File: src/rtl/be_seq_pkg.sv
package be_seq_pkg;

  typedef enum logic [1:0] {
    PH_IDLE = 2'd0,
    PH_ADDR = 2'd1,
    PH_DATA = 2'd2
  } phase_e;

  typedef enum logic [1:0] {
    BW_8  = 2'b00,
    BW_16 = 2'b01,
    BW_32 = 2'b10
  } bw_e;

  function automatic logic [2:0] unit_bytes(bw_e bw);
    case (bw)
      BW_32:   return 3'd4;
      BW_16:   return 3'd2;
      default: return 3'd1;
    endcase
  endfunction

endpackage

File: src/rtl/be_width_dec.sv
module be_width_dec
  import be_seq_pkg::*;
(
  input  logic [1:0] code_i,
  output bw_e        bw_o
);
  always_comb begin
    case (code_i)
      2'b00:   bw_o = BW_8;
      2'b01:   bw_o = BW_16;
      default: bw_o = BW_32;  // 2'b11 folds onto 32-bit
    endcase
  end
endmodule

File: src/rtl/be_lane_gen.sv
module be_lane_gen
  import be_seq_pkg::*;
#(
  parameter int REM_W = 9
) (
  input  bw_e              bw_i,
  input  logic             dma_i,
  input  logic [1:0]       off_addr_i,
  input  logic [REM_W-1:0] rem_i,
  input  logic [3:0]       mask_i,
  output logic [3:0]       lanes_o,
  output logic [2:0]       step_o,
  output logic             dma_last_o
);
  localparam int NLANE = 4;

  logic [2:0] unit;
  logic [1:0] off;
  logic [2:0] room;
  logic [2:0] n;
  logic       rem_short;
  logic [NLANE-1:0] dma_lanes;

  always_comb begin
    unit = unit_bytes(bw_i);
    case (bw_i)
      BW_32:   off = off_addr_i;
      BW_16:   off = {1'b0, off_addr_i[0]};
      default: off = 2'b00;
    endcase
    room      = unit - {1'b0, off};
    rem_short = (rem_i < REM_W'(room));
    n         = rem_short ? rem_i[2:0] : room;
  end

  // contiguous run of n lanes starting at the unit offset
  for (genvar g = 0; g < NLANE; g++) begin : g_lane
    assign dma_lanes[g] = (3'(g) >= {1'b0, off}) && (3'(g) < ({1'b0, off} + n));
  end

  assign lanes_o    = dma_i ? dma_lanes : mask_i;
  assign step_o     = dma_i ? n : unit;
  assign dma_last_o = (rem_i <= REM_W'(room));
endmodule

File: src/rtl/be_pin_map.sv
module be_pin_map
  import be_seq_pkg::*;
(
  input  phase_e     ph_i,
  input  bw_e        bw_i,
  input  logic [3:0] lanes_i,
  input  logic [1:0] addr_lo_i,
  output logic [3:0] be_no,
  output logic       den_no
);
  always_comb begin
    if (ph_i == PH_IDLE) begin
      be_no = 4'hF;
    end else begin
      case (bw_i)
        BW_32:   be_no = ~lanes_i;
        BW_16:   be_no = {~lanes_i[1], 1'b1, addr_lo_i[1], ~lanes_i[0]};
        default: be_no = {2'b11, addr_lo_i};
      endcase
    end
    den_no = (ph_i != PH_DATA);
  end
endmodule

File: src/rtl/be_phase_ctrl.sv
module be_phase_ctrl
  import be_seq_pkg::*;
#(
  parameter int ADDR_W = 32,
  parameter int CNT_W  = 8,
  parameter int BEAT_W = 4,
  localparam int REM_W = CNT_W + 1
) (
  input  logic              clk_i,
  input  logic              rst_ni,
  input  logic              req_valid_i,
  input  logic [ADDR_W-1:0] req_addr_i,
  input  bw_e               req_bw_i,
  input  logic              req_dma_i,
  input  logic [3:0]        req_mask_i,
  input  logic [CNT_W-1:0]  req_count_i,
  input  logic [BEAT_W-1:0] req_beats_i,
  input  logic              rdy_i,
  input  logic [2:0]        step_i,
  input  logic              dma_last_i,
  output phase_e            ph_o,
  output logic [ADDR_W-1:0] addr_o,
  output logic [REM_W-1:0]  rem_o,
  output bw_e               bw_o,
  output logic              dma_o,
  output logic [3:0]        mask_o,
  output logic              last_o,
  output logic              req_ready_o
);
  phase_e            ph_q;
  logic [ADDR_W-1:0] addr_q;
  logic [REM_W-1:0]  rem_q;
  logic [BEAT_W-1:0] beats_q;
  bw_e               bw_q;
  logic              dma_q;
  logic [3:0]        mask_q;
  logic              last_beat;

  assign last_beat = dma_q ? dma_last_i : (beats_q == '0);

  always_ff @(posedge clk_i or negedge rst_ni) begin
    if (!rst_ni) begin
      ph_q    <= PH_IDLE;
      addr_q  <= '0;
      rem_q   <= '0;
      beats_q <= '0;
      bw_q    <= BW_32;
      dma_q   <= 1'b0;
      mask_q  <= '0;
    end else begin
      case (ph_q)
        PH_IDLE: begin
          if (req_valid_i) begin
            ph_q    <= PH_ADDR;
            addr_q  <= req_addr_i;
            rem_q   <= REM_W'(req_count_i) + REM_W'(1);
            beats_q <= req_beats_i;
            bw_q    <= req_bw_i;
            dma_q   <= req_dma_i;
            mask_q  <= req_mask_i;
          end
        end
        PH_ADDR: ph_q <= PH_DATA;
        PH_DATA: begin
          if (rdy_i) begin
            if (last_beat) begin
              ph_q <= PH_IDLE;
            end else begin
              addr_q  <= addr_q + ADDR_W'(step_i);
              beats_q <= beats_q - BEAT_W'(1);
              if (dma_q) rem_q <= rem_q - REM_W'(step_i);
            end
          end
        end
        default: ph_q <= PH_IDLE;
      endcase
    end
  end

  assign ph_o        = ph_q;
  assign addr_o      = addr_q;
  assign rem_o       = rem_q;
  assign bw_o        = bw_q;
  assign dma_o       = dma_q;
  assign mask_o      = mask_q;
  assign last_o      = last_beat;
  assign req_ready_o = (ph_q == PH_IDLE);
endmodule

File: src/rtl/be_seq_top.sv
module be_seq_top
  import be_seq_pkg::*;
#(
  parameter int ADDR_W = 32,
  parameter int CNT_W  = 8,
  parameter int BEAT_W = 4
) (
  input  logic              clk_i,
  input  logic              rst_ni,
  input  logic              req_valid_i,
  output logic              req_ready_o,
  input  logic [ADDR_W-1:0] req_addr_i,
  input  logic [1:0]        req_width_i,
  input  logic              req_dma_i,
  input  logic [3:0]        req_mask_i,
  input  logic [CNT_W-1:0]  req_count_i,
  input  logic [BEAT_W-1:0] req_beats_i,
  input  logic              rdy_i,
  output logic [3:0]        be_no,
  output logic              den_no
);
  localparam int REM_W = CNT_W + 1;

  bw_e               req_bw;
  phase_e            ph;
  logic [ADDR_W-1:0] addr_q;
  logic [REM_W-1:0]  rem_q;
  bw_e               bw_q;
  logic              dma_q;
  logic [3:0]        mask_q;
  logic              last_beat;
  logic [3:0]        lanes;
  logic [2:0]        step;
  logic              dma_last;

  be_width_dec u_dec (
    .code_i (req_width_i),
    .bw_o   (req_bw)
  );

  be_phase_ctrl #(
    .ADDR_W (ADDR_W),
    .CNT_W  (CNT_W),
    .BEAT_W (BEAT_W)
  ) u_ctrl (
    .clk_i       (clk_i),
    .rst_ni      (rst_ni),
    .req_valid_i (req_valid_i),
    .req_addr_i  (req_addr_i),
    .req_bw_i    (req_bw),
    .req_dma_i   (req_dma_i),
    .req_mask_i  (req_mask_i),
    .req_count_i (req_count_i),
    .req_beats_i (req_beats_i),
    .rdy_i       (rdy_i),
    .step_i      (step),
    .dma_last_i  (dma_last),
    .ph_o        (ph),
    .addr_o      (addr_q),
    .rem_o       (rem_q),
    .bw_o        (bw_q),
    .dma_o       (dma_q),
    .mask_o      (mask_q),
    .last_o      (last_beat),
    .req_ready_o (req_ready_o)
  );

  be_lane_gen #(
    .REM_W (REM_W)
  ) u_lane (
    .bw_i       (bw_q),
    .dma_i      (dma_q),
    .off_addr_i (addr_q[1:0]),
    .rem_i      (rem_q),
    .mask_i     (mask_q),
    .lanes_o    (lanes),
    .step_o     (step),
    .dma_last_o (dma_last)
  );

  be_pin_map u_pins (
    .ph_i      (ph),
    .bw_i      (bw_q),
    .lanes_i   (lanes),
    .addr_lo_i (addr_q[1:0]),
    .be_no     (be_no),
    .den_no    (den_no)
  );
endmodule

File: config.mk
export PLATFORM = sky130hd
export DESIGN_NAME = be_seq_top
export DESIGN_NICKNAME = d
export VERILOG_FILES = /design/src/rtl/be_seq_pkg.sv /design/src/rtl/be_width_dec.sv /design/src/rtl/be_lane_gen.sv /design/src/rtl/be_pin_map.sv /design/src/rtl/be_phase_ctrl.sv /design/src/rtl/be_seq_top.sv
export SDC_FILE = /design/constraint.sdc
export NUM_CORES = 1
export LEC_CHECK = 0
export BUFFER_PORTS_ARGS = -buffer_cell sky130_fd_sc_hd__buf_4
export CORE_AREA = 2 2 64 66
export CTS_CLUSTER_DIAMETER = 40
export DETAILED_ROUTE_END_ITERATION = 12
export DIE_AREA = 0 0 66 68
export PLACE_DENSITY = 0.85
export RECOVER_POWER = 100
export SYNTH_ARGS = -nofsm -noshare
export SYNTH_HDL_FRONTEND = slang
export SYNTH_SLANG_ARGS = --single-unit
File: constraint.sdc
create_clock -name clk_i -period 7.6 [get_ports clk_i]
set_input_delay 1.14 -clock clk_i [delete_from_list [all_inputs] [get_ports clk_i]]
set_output_delay 1.14 -clock clk_i [all_outputs]
set_load 0.03 [all_outputs]
# ---- After elaboration in Yosys (flattened, before gate mapping)
# Index checks and enable logic that the tools add are counted.
dict set report word_totals {
  register_bits 54
  output_inout_bits 6
  wordCells 73
}
dict set report op_classes {
  n_addsub 6
  n_lt_le_gt_ge 9
  eq_ne 11
  n_mux 26
  bitwise_logic 3
  n_reduce_logical 11
}
# op n
set ops {}
lappend ops {{$mux 32} 3}
lappend ops {{$pmux 32 s2} 1}
lappend ops {{$mux 9} 4}
lappend ops {{$add 32x3->32} 1}
lappend ops {{$mux 4} 5}
lappend ops {{$pmux 9 s2} 1}
lappend ops {{$pmux 4 s2} 2}
lappend ops {{$ne 2x2->1 const B} 5}
lappend ops {{$add 8x1->9 const B} 1}
lappend ops {{$le 9x3->1} 1}
lappend ops {{$lt 9x3->1} 1}
lappend ops {{$sub 9x3->9} 1}
lappend ops {{$pmux 2 s2} 2}
lappend ops {{$eq 2x1->1 const B} 3}
lappend ops {{$lt 1x3->1 const A} 2}
lappend ops {{$lt 2x3->1 const A} 2}
lappend ops {{$mux 2} 3}
lappend ops {{$mux 3} 2}
lappend ops {{$pmux 2 s3} 1}
lappend ops {{$pmux 3 s2} 1}
lappend ops {{$reduce_and 5->1} 1}
lappend ops {{$eq 2x2->1 const B} 2}
lappend ops {{$ge 1x2->1 const A} 2}
lappend ops {{$logic_not 2->1} 2}
lappend ops {{14 further kinds} 17}

# ---- Longest topological paths before layout
# Gate-level depths: netlist (run 1).
dict set report depth {
  ltp_word 12
  depth_mapped 22
  mapped_depth_nobuf 21
}

# ---- Modules after synthesis
# Synthesis (run 1) repeated with hierarchy kept, for this count alone.
dict set report hier_totals {
  hier_cells 483
  area_unflattened_um2 4096.4
}
# module n_inst cells_each area_per_inst_um2
set modules_own_cells {}
lappend modules_own_cells {be_phase_ctrl 1 399 3440.8}
lappend modules_own_cells {be_lane_gen 1 64 510.5}
lappend modules_own_cells {be_pin_map 1 18 135.1}
lappend modules_own_cells {be_width_dec 1 2 10.0}

# ---- Worst setup path after synthesis (run 1)
# Ideal clock, no wire load.
dict set report synth_path {
  path_type {register to output}
  from {register u_ctrl.bw_q[1] (netlist: u_ctrl.bw_o[1])}
  to {output be_no[1]}
  t_arrival_ns 4.581
  required_ns 6.460
  setup_slack_ns 1.879
  path_stages_with_launch 18
  path_cell_list {dfstp_2 ha_1 clkbuf_1 nor2b_1 nand2_1 xor2_1 ha_1 inv_1 ha_1 nor2b_1 o21ai_1 nand2_4 mux2_2 ha_1 fa_1 nor4b_2 nor3_1 o21ai_0}
}
dict set report synth_via {
  elab_chain_len 12
}
# item line_no
set synth_rtl {}
lappend synth_rtl {{start: declaration} be_phase_ctrl.sv:34} ;# bw_e bw_q;
lappend synth_rtl {{start signal: assignment} be_phase_ctrl.sv:58} ;# bw_q <= req_bw_i;
lappend synth_rtl {{$eq 2x1->1 or $eq 2x2->1 (tied branches)} {be_seq_pkg.sv:16, be_lane_gen.sv:26, be_pin_map.sv:15}}
lappend synth_rtl {{$pmux 3 s2 or $pmux 2 s2 (tied branches)} {be_seq_pkg.sv:16, be_lane_gen.sv:26}}
lappend synth_rtl {{$sub 3x2->3} be_lane_gen.sv:31} ;# room = unit - {1'b0, off};
lappend synth_rtl {{$lt 9x3->1} be_lane_gen.sv:32} ;# rem_short = (rem_i < REM_W'(room));
lappend synth_rtl {{$mux 3} be_lane_gen.sv:33} ;# n = rem_short ? rem_i[2:0] : room;
lappend synth_rtl {{$add 2x3->3} be_lane_gen.sv:38} ;# assign dma_lanes[g] = (3'(g) >= {1'b0, off}) && (3'(g) < ({1'b0, off} + n));
lappend synth_rtl {{$lt 1x3->1} be_lane_gen.sv:38}
lappend synth_rtl {{$logic_and 1x1->1} be_lane_gen.sv:38}
lappend synth_rtl {{$mux 4} be_lane_gen.sv:41} ;# assign lanes_o = dma_i ? dma_lanes : mask_i;
lappend synth_rtl {{$not 4->4} be_pin_map.sv:16} ;# BW_32: be_no = ~lanes_i;
lappend synth_rtl {{$pmux 4 s2 *} be_pin_map.sv:15} ;# case (bw_i)
lappend synth_rtl {{$mux 4 *} be_pin_map.sv:12} ;# if (ph_i == PH_IDLE) begin
lappend synth_rtl {{end: declaration} be_seq_top.sv:19} ;# output logic [3:0] be_no,
# Mark *: on every way between the ends. The rest lies on a longest branch, timed or not.

# ---- Final worst setup path (run 1)
dict set report layout_path {
  from {register u_ctrl.bw_q[0] (netlist: u_ctrl.bw_o[0])}
  to {output be_no[1]}
}
# Same word-level chain as after synthesis.

==> results of run 1 <==
flip-flops by register name, summed over array words and instances, names as in the netlist:
signal / flops
u_ctrl.rem_o: 9
u_ctrl.beats_q: 4
u_ctrl.mask_o: 4
u_ctrl.addr_o: 2
u_ctrl.bw_o: 2
u_ctrl.ph_o: 2
u_ctrl.dma_o: 1
power groups by stage:
stage          clock [mW]  combinational [mW]  sequential, mW
2_1_floorplan           0               0.742           0.241
3_3_place_gp            0               0.899           0.261
3_5_place_dp            0               0.939           0.265
4_1_cts            0.0913               0.945           0.262
5_1_grt            0.0964                1.02           0.273
6_report           0.0896               0.917           0.262
critical path: stages, from the launching register on:
cell and delay, ps:
dfrtp_1 390, inv_1 90, ha_1 430, nor2b_1 190, nand2_1 140, xor2_1 170
ha_1 300, inv_1 70, ha_1 290, nor2b_1 150, o21ai_0 580, nand2_4 150
mux2_1 370, ha_1 200, fa_1 480, nor4b_1 540, nor3_1 100, o21ai_0 220
clkbuf_1 360
layer usage:
| metal | global-route usage [%] | share of wire (%) | up-vias |
|---|---|---|---|
| met3 | 2.14 | 3.5 | 12 |
| met5 | 0 | 0 | - |
| li1 | - | - | 970 |
| met1 | 29.1 | 44 | 899 |
| met2 | 40.4 | 50 | 45 |
| met4 | 8.42 | 2.3 | 0 |
cells in the final DEF, fill, tap and decap left out, drive strengths merged, types with 3 or more instances in the layout:
cell    netlist  routed
xor2          6       6
nor2b         5       5
mux2          7       7
dfrtp        23      23
nand3        11      11
nand2        26      26
buf           4      24
o21ai        29      29
inv          14      14
nor2         19      19
xnor2         3       3
a211o         3       3
o21a          3       3
a21boi        4       4
a21oi        20      20
nor3         12      12
clkbuf        5      11
nand2b        3       3
o22a          3       3
ha           16      16
final timing paths:
kind	from	to
max in group asynchronous	rst_ni	u_ctrl.beats_q[1]
worst min register to register	u_ctrl.mask_o[0]	u_ctrl.mask_o[0]
worst max register to register	u_ctrl.bw_o[0]	u_ctrl.rem_o[7]
worst min-delay path	u_ctrl.mask_o[0]	u_ctrl.mask_o[0]
min in group asynchronous	rst_ni	u_ctrl.mask_o[0]
worst max-delay path	u_ctrl.bw_o[0]	be_no[1]
through the flow:
| step | std cells | hold slack [ps] | power, mW | instance area [um^2] | utilization [%] |
|---|---|---|---|---|---|
| floorplan | 253 | 473 | 0.983 | 2110 | - |
| global placement | 325 | 484 | 1.16 | 2370 | 61.4 |
| CTS | 329 | 512 | 1.30 | 2420 | 62.8 |
| finish | 329 | 507 | 1.27 | 2390 | 61.9 |
| detailed placement | 325 | 491 | 1.20 | 2370 | 61.4 |
| global route | 329 | 533 | 1.39 | 2390 | 61.9 |
cells by family (layout without fill, tap and decap cells):
kind of cell	Yosys count	count (layout)	synth area share (%)
xor gates and xnor gates	9	9	3.73
AOI/OAI and AO/OA	77	77	23.6
and+or+nand+nor	93	93	23.8
buffers and inverters	23	49	4.33
DFF	24	24	28.5
muxes	9	9	4.68
adders and majority gates	18	18	11.4
final cells by class:
class	count	area [um^2]
Timing Repair Buffer	31	210
Clock buffer	4	55.1
Sequential cell	24	602
Tap cell	50	62.6
Multi-Input combinational cell	206	1410
Inverter	14	52.6
Fill cell	376	1470
==> metrics.txt, run 1 <==
residual antenna-violating net count after detailed routing=0; layout cells sized above 1=16.1%; setup TNS=0 ps; Starting Density=54.7%; DR WL/cell=14.3 um; synthesized netlist cell count=253; vias per cell=5.85; setup violators final=0; VDD IR max=259 uV; Port Buffers=30; gp weighted congestion=0.843; synthesized flop and latch total=24; Max clock buf depth=2; sw frac=52.5%; Yosys top cell by area=dfrtp_1; Final Hold Fails=0; Die W=66 um; drt pass-1 iters=4; hold_buf cts=0; Power Dens Cells=531 nW/um^2; CTS Root Buffer Type=clkbuf_8; Layout Nets=353; I/O pin count=61; Via Count=1926; Seq pwr share=20.7%; number of DRC markers in iteration 0=83; Slew headroom=11.5%; GRT overflow=0; Tot GR Track Use=22.8%; status=finished, final reports clean; Die Span Y=68 um; latest clock arrival within the worst-skew pair=270 ps; WS Path Type=reg -> out; Final Max Tran Viols=0; CTS Buf Count=3; top cells by area, synth=dfrtp_1 27%, ha_1 9.5%, o21ai_0 6.6%, a21oi_1 4.5%, nand2_1 4.3%; async set-reset flop share out of synthesis=100%; number of core rows=23; R2R depth=19; initial antenna violation count=0; Fmax=0.151 GHz; fin crit share=87.3%; Worst setup SP type=flop; worst slew pin tran=1330 ps; final worst slack=962 ps; mapped cell area=2110 um^2; Final min period=6640 ps; post-cts gate resize count=0; top_reg_cell synth=dfrtp_1; LEAKAGE=1.00 nW; Clock Pin Slew Worst Setup and Hold Paths=90 ps; Worst Hold Depth=1; Max-Cap Viols=0; Net Count, Synth=326; Residual DRC=0; combinational share of power=72.3%; clock power share=7.1%; Cell variety after synth=55; largest net degree at the start of global routing=25; DIE AREA=4490 um^2; post-synthesis sequential area ratio=28.5%; HP Class=reg -> reg; htree depth=1; most frequent cells after synthesis=28 x o21ai_0, 24 x nand2_1, 23 x dfrtp_1; Worst Clk Skew=5.42 ps; postcts setup bufs=0; diodes inserted=0; Worst Setup End Kind=primary output; EDFF count, synth=0; CP max FO=10; pre-CTS setup slack=1870 ps; first-pass GRT wire length=7990 um; Worst Path Arrival=5500 ps; Internal=602 uW; vias in the first global route=1792; most common cell in the netlist=o21ai_0; core area=3860 um^2; final HPWL from detailed placement=3630 um; CP Data Required Time=6460 ps; drt total wl=4700 um; Avg Cell Area, Syn=8.34 um^2; Num Clock Sinks=24; reg2reg setup slack=2310 ps; area delta synth->final=13.1%; Psw=666 uW; Synth top area share=27.3%; RSZ-0062 raised after global routing=no; warnings from Yosys=0; CTS tree=built
No activity file was read; power rests on OpenSTA's default activity.
==> run 2, diff against run 1 <==
--- a/config.mk
+++ b/config.mk
@@ -6,11 +6,13 @@
 export NUM_CORES = 1
 export LEC_CHECK = 0
 export BUFFER_PORTS_ARGS = -buffer_cell sky130_fd_sc_hd__buf_4
-export CORE_AREA = 2 2 64 66
+export CELL_PAD_IN_SITES_DETAIL_PLACEMENT = 1
+export CELL_PAD_IN_SITES_GLOBAL_PLACEMENT = 1
+export CORE_AREA = 2 2 78 80
 export CTS_CLUSTER_DIAMETER = 40
 export DETAILED_ROUTE_END_ITERATION = 12
-export DIE_AREA = 0 0 66 68
-export PLACE_DENSITY = 0.85
+export DIE_AREA = 0 0 80 82
+export PLACE_DENSITY_LB_ADDON = 0.1
 export RECOVER_POWER = 100
 export SYNTH_ARGS = -nofsm -noshare
 export SYNTH_HDL_FRONTEND = slang
==> constraint.sdc (replaced) <==
create_clock -name clk_i -period 6.7 [get_ports clk_i]
set_input_delay 1.005 -clock clk_i [delete_from_list [all_inputs] [get_ports clk_i]]
set_output_delay 1.005 -clock clk_i [all_outputs]
set_load 0.03 [all_outputs]
==> run 2 against run 1 <==
  * Final cell count up 7.6%
  * Cell area grew 1.9%
  * Highest routed layer unchanged
  * Die area grew 46%
  * Critical path depth is 1 higher
  * Critical path type unchanged
  * Via count barely moved
  * First-iteration DRC count decreased by 37%
  * Setup slack got worse by 400 ps
==> metrics.txt, run 2 (same netlist as run 1, synthesis figures left out) <==
gp weighted congestion=0.753; HP Class=reg -> reg; Worst Clk Skew=5.28 ps; CP bufs+invs=3; number of core rows=28; Power Dens Cells=602 nW/um^2; fillcell total=720; largest net degree at the start of global routing=25; setup violators final=0; max FFs per register=9; Starting Density=36.7%; Port Buffers=30; worst slew pin tran=1370 ps; Tot GR Track Use=18.5%; area delta synth->final=15.2%; Worst Path Arrival=5130 ps; CTS Root Buffer Type=clkbuf_8; combinational share of power=72.5%; Via Count=1927; Worst Setup End Kind=primary output; vias in the first global route=2009; Crit-path slowest cell=o21ai_0; Final Max Tran Viols=0; Max stage delay on crit path=560 ps; htree depth=1; residual antenna-violating net count after detailed routing=0; core area=5750 um^2; Residual DRC=0; critical-path cell list=inv_1 -> ha_1 -> nor2b_1 -> nand2_1 -> xor2_1 -> ha_1 -> inv_1 -> ha_1 -> nor2b_1 -> o21ai_0 -> nand2_4 -> mux2_1 -> ha_1 -> fa_1 -> nor2_1 -> o21a_1 -> o311ai_0 -> nand3_1 -> buf_4; first-pass GRT wire length=9520 um; Seq pwr share=20.5%; Max-Cap Viols=0; Internal=692 uW; Layout Nets=353; CTS tree=built; LEAKAGE=1.01 nW; drt total wl=5420 um; GRT overflow=0; Final min period=6140 ps; Final Hold Fails=0; post-cts gate resize count=0; most frequent cells in the layout=29 x o21ai_0, 27 x buf_4, 24 x nand2_1; status=finished, final reports clean; Crit path top cell by count=ha_1; fin crit share=91.6%; hold_buf cts=0; RSZ-0062 raised after global routing=no; diodes inserted=0; I/O pin count=61; drt pass-1 iters=4; CTS Buf Count=3; latest clock arrival within the worst-skew pair=270 ps; Clock Pin Slew Worst Setup and Hold Paths=90 ps; Psw=773 uW; Fmax=0.163 GHz; DR WL/cell=15.3 um; final HPWL from detailed placement=4270 um; layout cells sized above 1=17.2%; number of DRC markers in iteration 0=52; Max clock buf depth=2; Slew headroom=8.62%; clock power share=7.0%; CP max FO=10; Top delay family on crit path=adder cells; VDD IR max=303 uV; vias per cell=5.44; Die W=80 um; initial antenna violation count=0; CP Data Required Time=5690 ps; WS Path Type=reg -> out; Worst setup SP type=flop; setup TNS=0 ps; postcts setup bufs=0; Num Clock Sinks=24; DIE AREA=6560 um^2; Finished Core Util=42.3%; sw frac=52.8%; most common cell after layout, fill and taps aside=o21ai_0; Die Span Y=82 um
-- run 2: routing by layer --
metal / vias to the layer above / wire [um] / GRT usage (%)
met1: 940 / 2680 / 24.7
li1: 964 / - / -
met2: 21 / 2570 / 32.2
met4: 0 / 32 / 2.54
met5: - / 0 / 0
met3: 2 / 133 / 2.97
-- run 2: final timing paths --
check                                  from               end  slack (ps)  depth (start not counted)
hold reg to reg            u_ctrl.mask_o[1]  u_ctrl.mask_o[1]         520                          1
hold / removal             u_ctrl.mask_o[1]  u_ctrl.mask_o[1]         520                          1
max in group asynchronous            rst_ni   u_ctrl.rem_o[5]        4870                          1
min in group asynchronous            rst_ni  u_ctrl.mask_o[2]        1030                          1
setup / recovery             u_ctrl.bw_o[0]          be_no[3]         560                         19
setup reg to reg             u_ctrl.bw_o[0]   u_ctrl.rem_o[7]        1420                         19
-- run 2: worst register-to-register path, cell delays in order (launching register included) --
cell and delay, ps:
dfrtp_1 390, inv_1 90, ha_1 440, nor2b_1 190, nand2_1 150, xor2_1 180
ha_1 290, inv_1 70, ha_1 280, nor2b_1 140, o21ai_0 560, nand2_4 150
o221ai_1 550, ha_1 340, nor2b_1 130, o21ai_0 200, nor3b_1 460, nand3b_1 180
a2bb2oi_1 170, o22a_2 220
-- run 2: stage by stage --
stage	hold WS (ps)	power, mW	setup slack [ps]	cell area, um^2	std cells
after floorplan	473	1.12	1110	2110	253
after global placement	494	1.37	1160	2400	350
after detailed placement	498	1.40	1080	2400	350
after CTS	525	1.51	759	2450	354
after global routing	537	1.64	224	2430	354
final	519	1.47	561	2430	354
-- run 2: layout make-up --
cell class,instances,area (um^2),share of cell area (%)
Inverter,14,52.6,2.16
Timing Repair Buffer,31,218,8.95
Multi-Input combinational cell,206,1410,58.0
Tap cell,75,93.8,3.86
Clock buffer,4,55.1,2.26
Sequential cell,24,602,24.7
-- run 2: power by group through the flow --
stage	sequential (mW)	clock [mW]	combinational, mW
finish	0.301	0.102	1.06
global route	0.314	0.112	1.21
CTS	0.302	0.107	1.10
detailed placement	0.304	0	1.09
global placement	0.302	0	1.07
floorplan	0.274	0	0.841
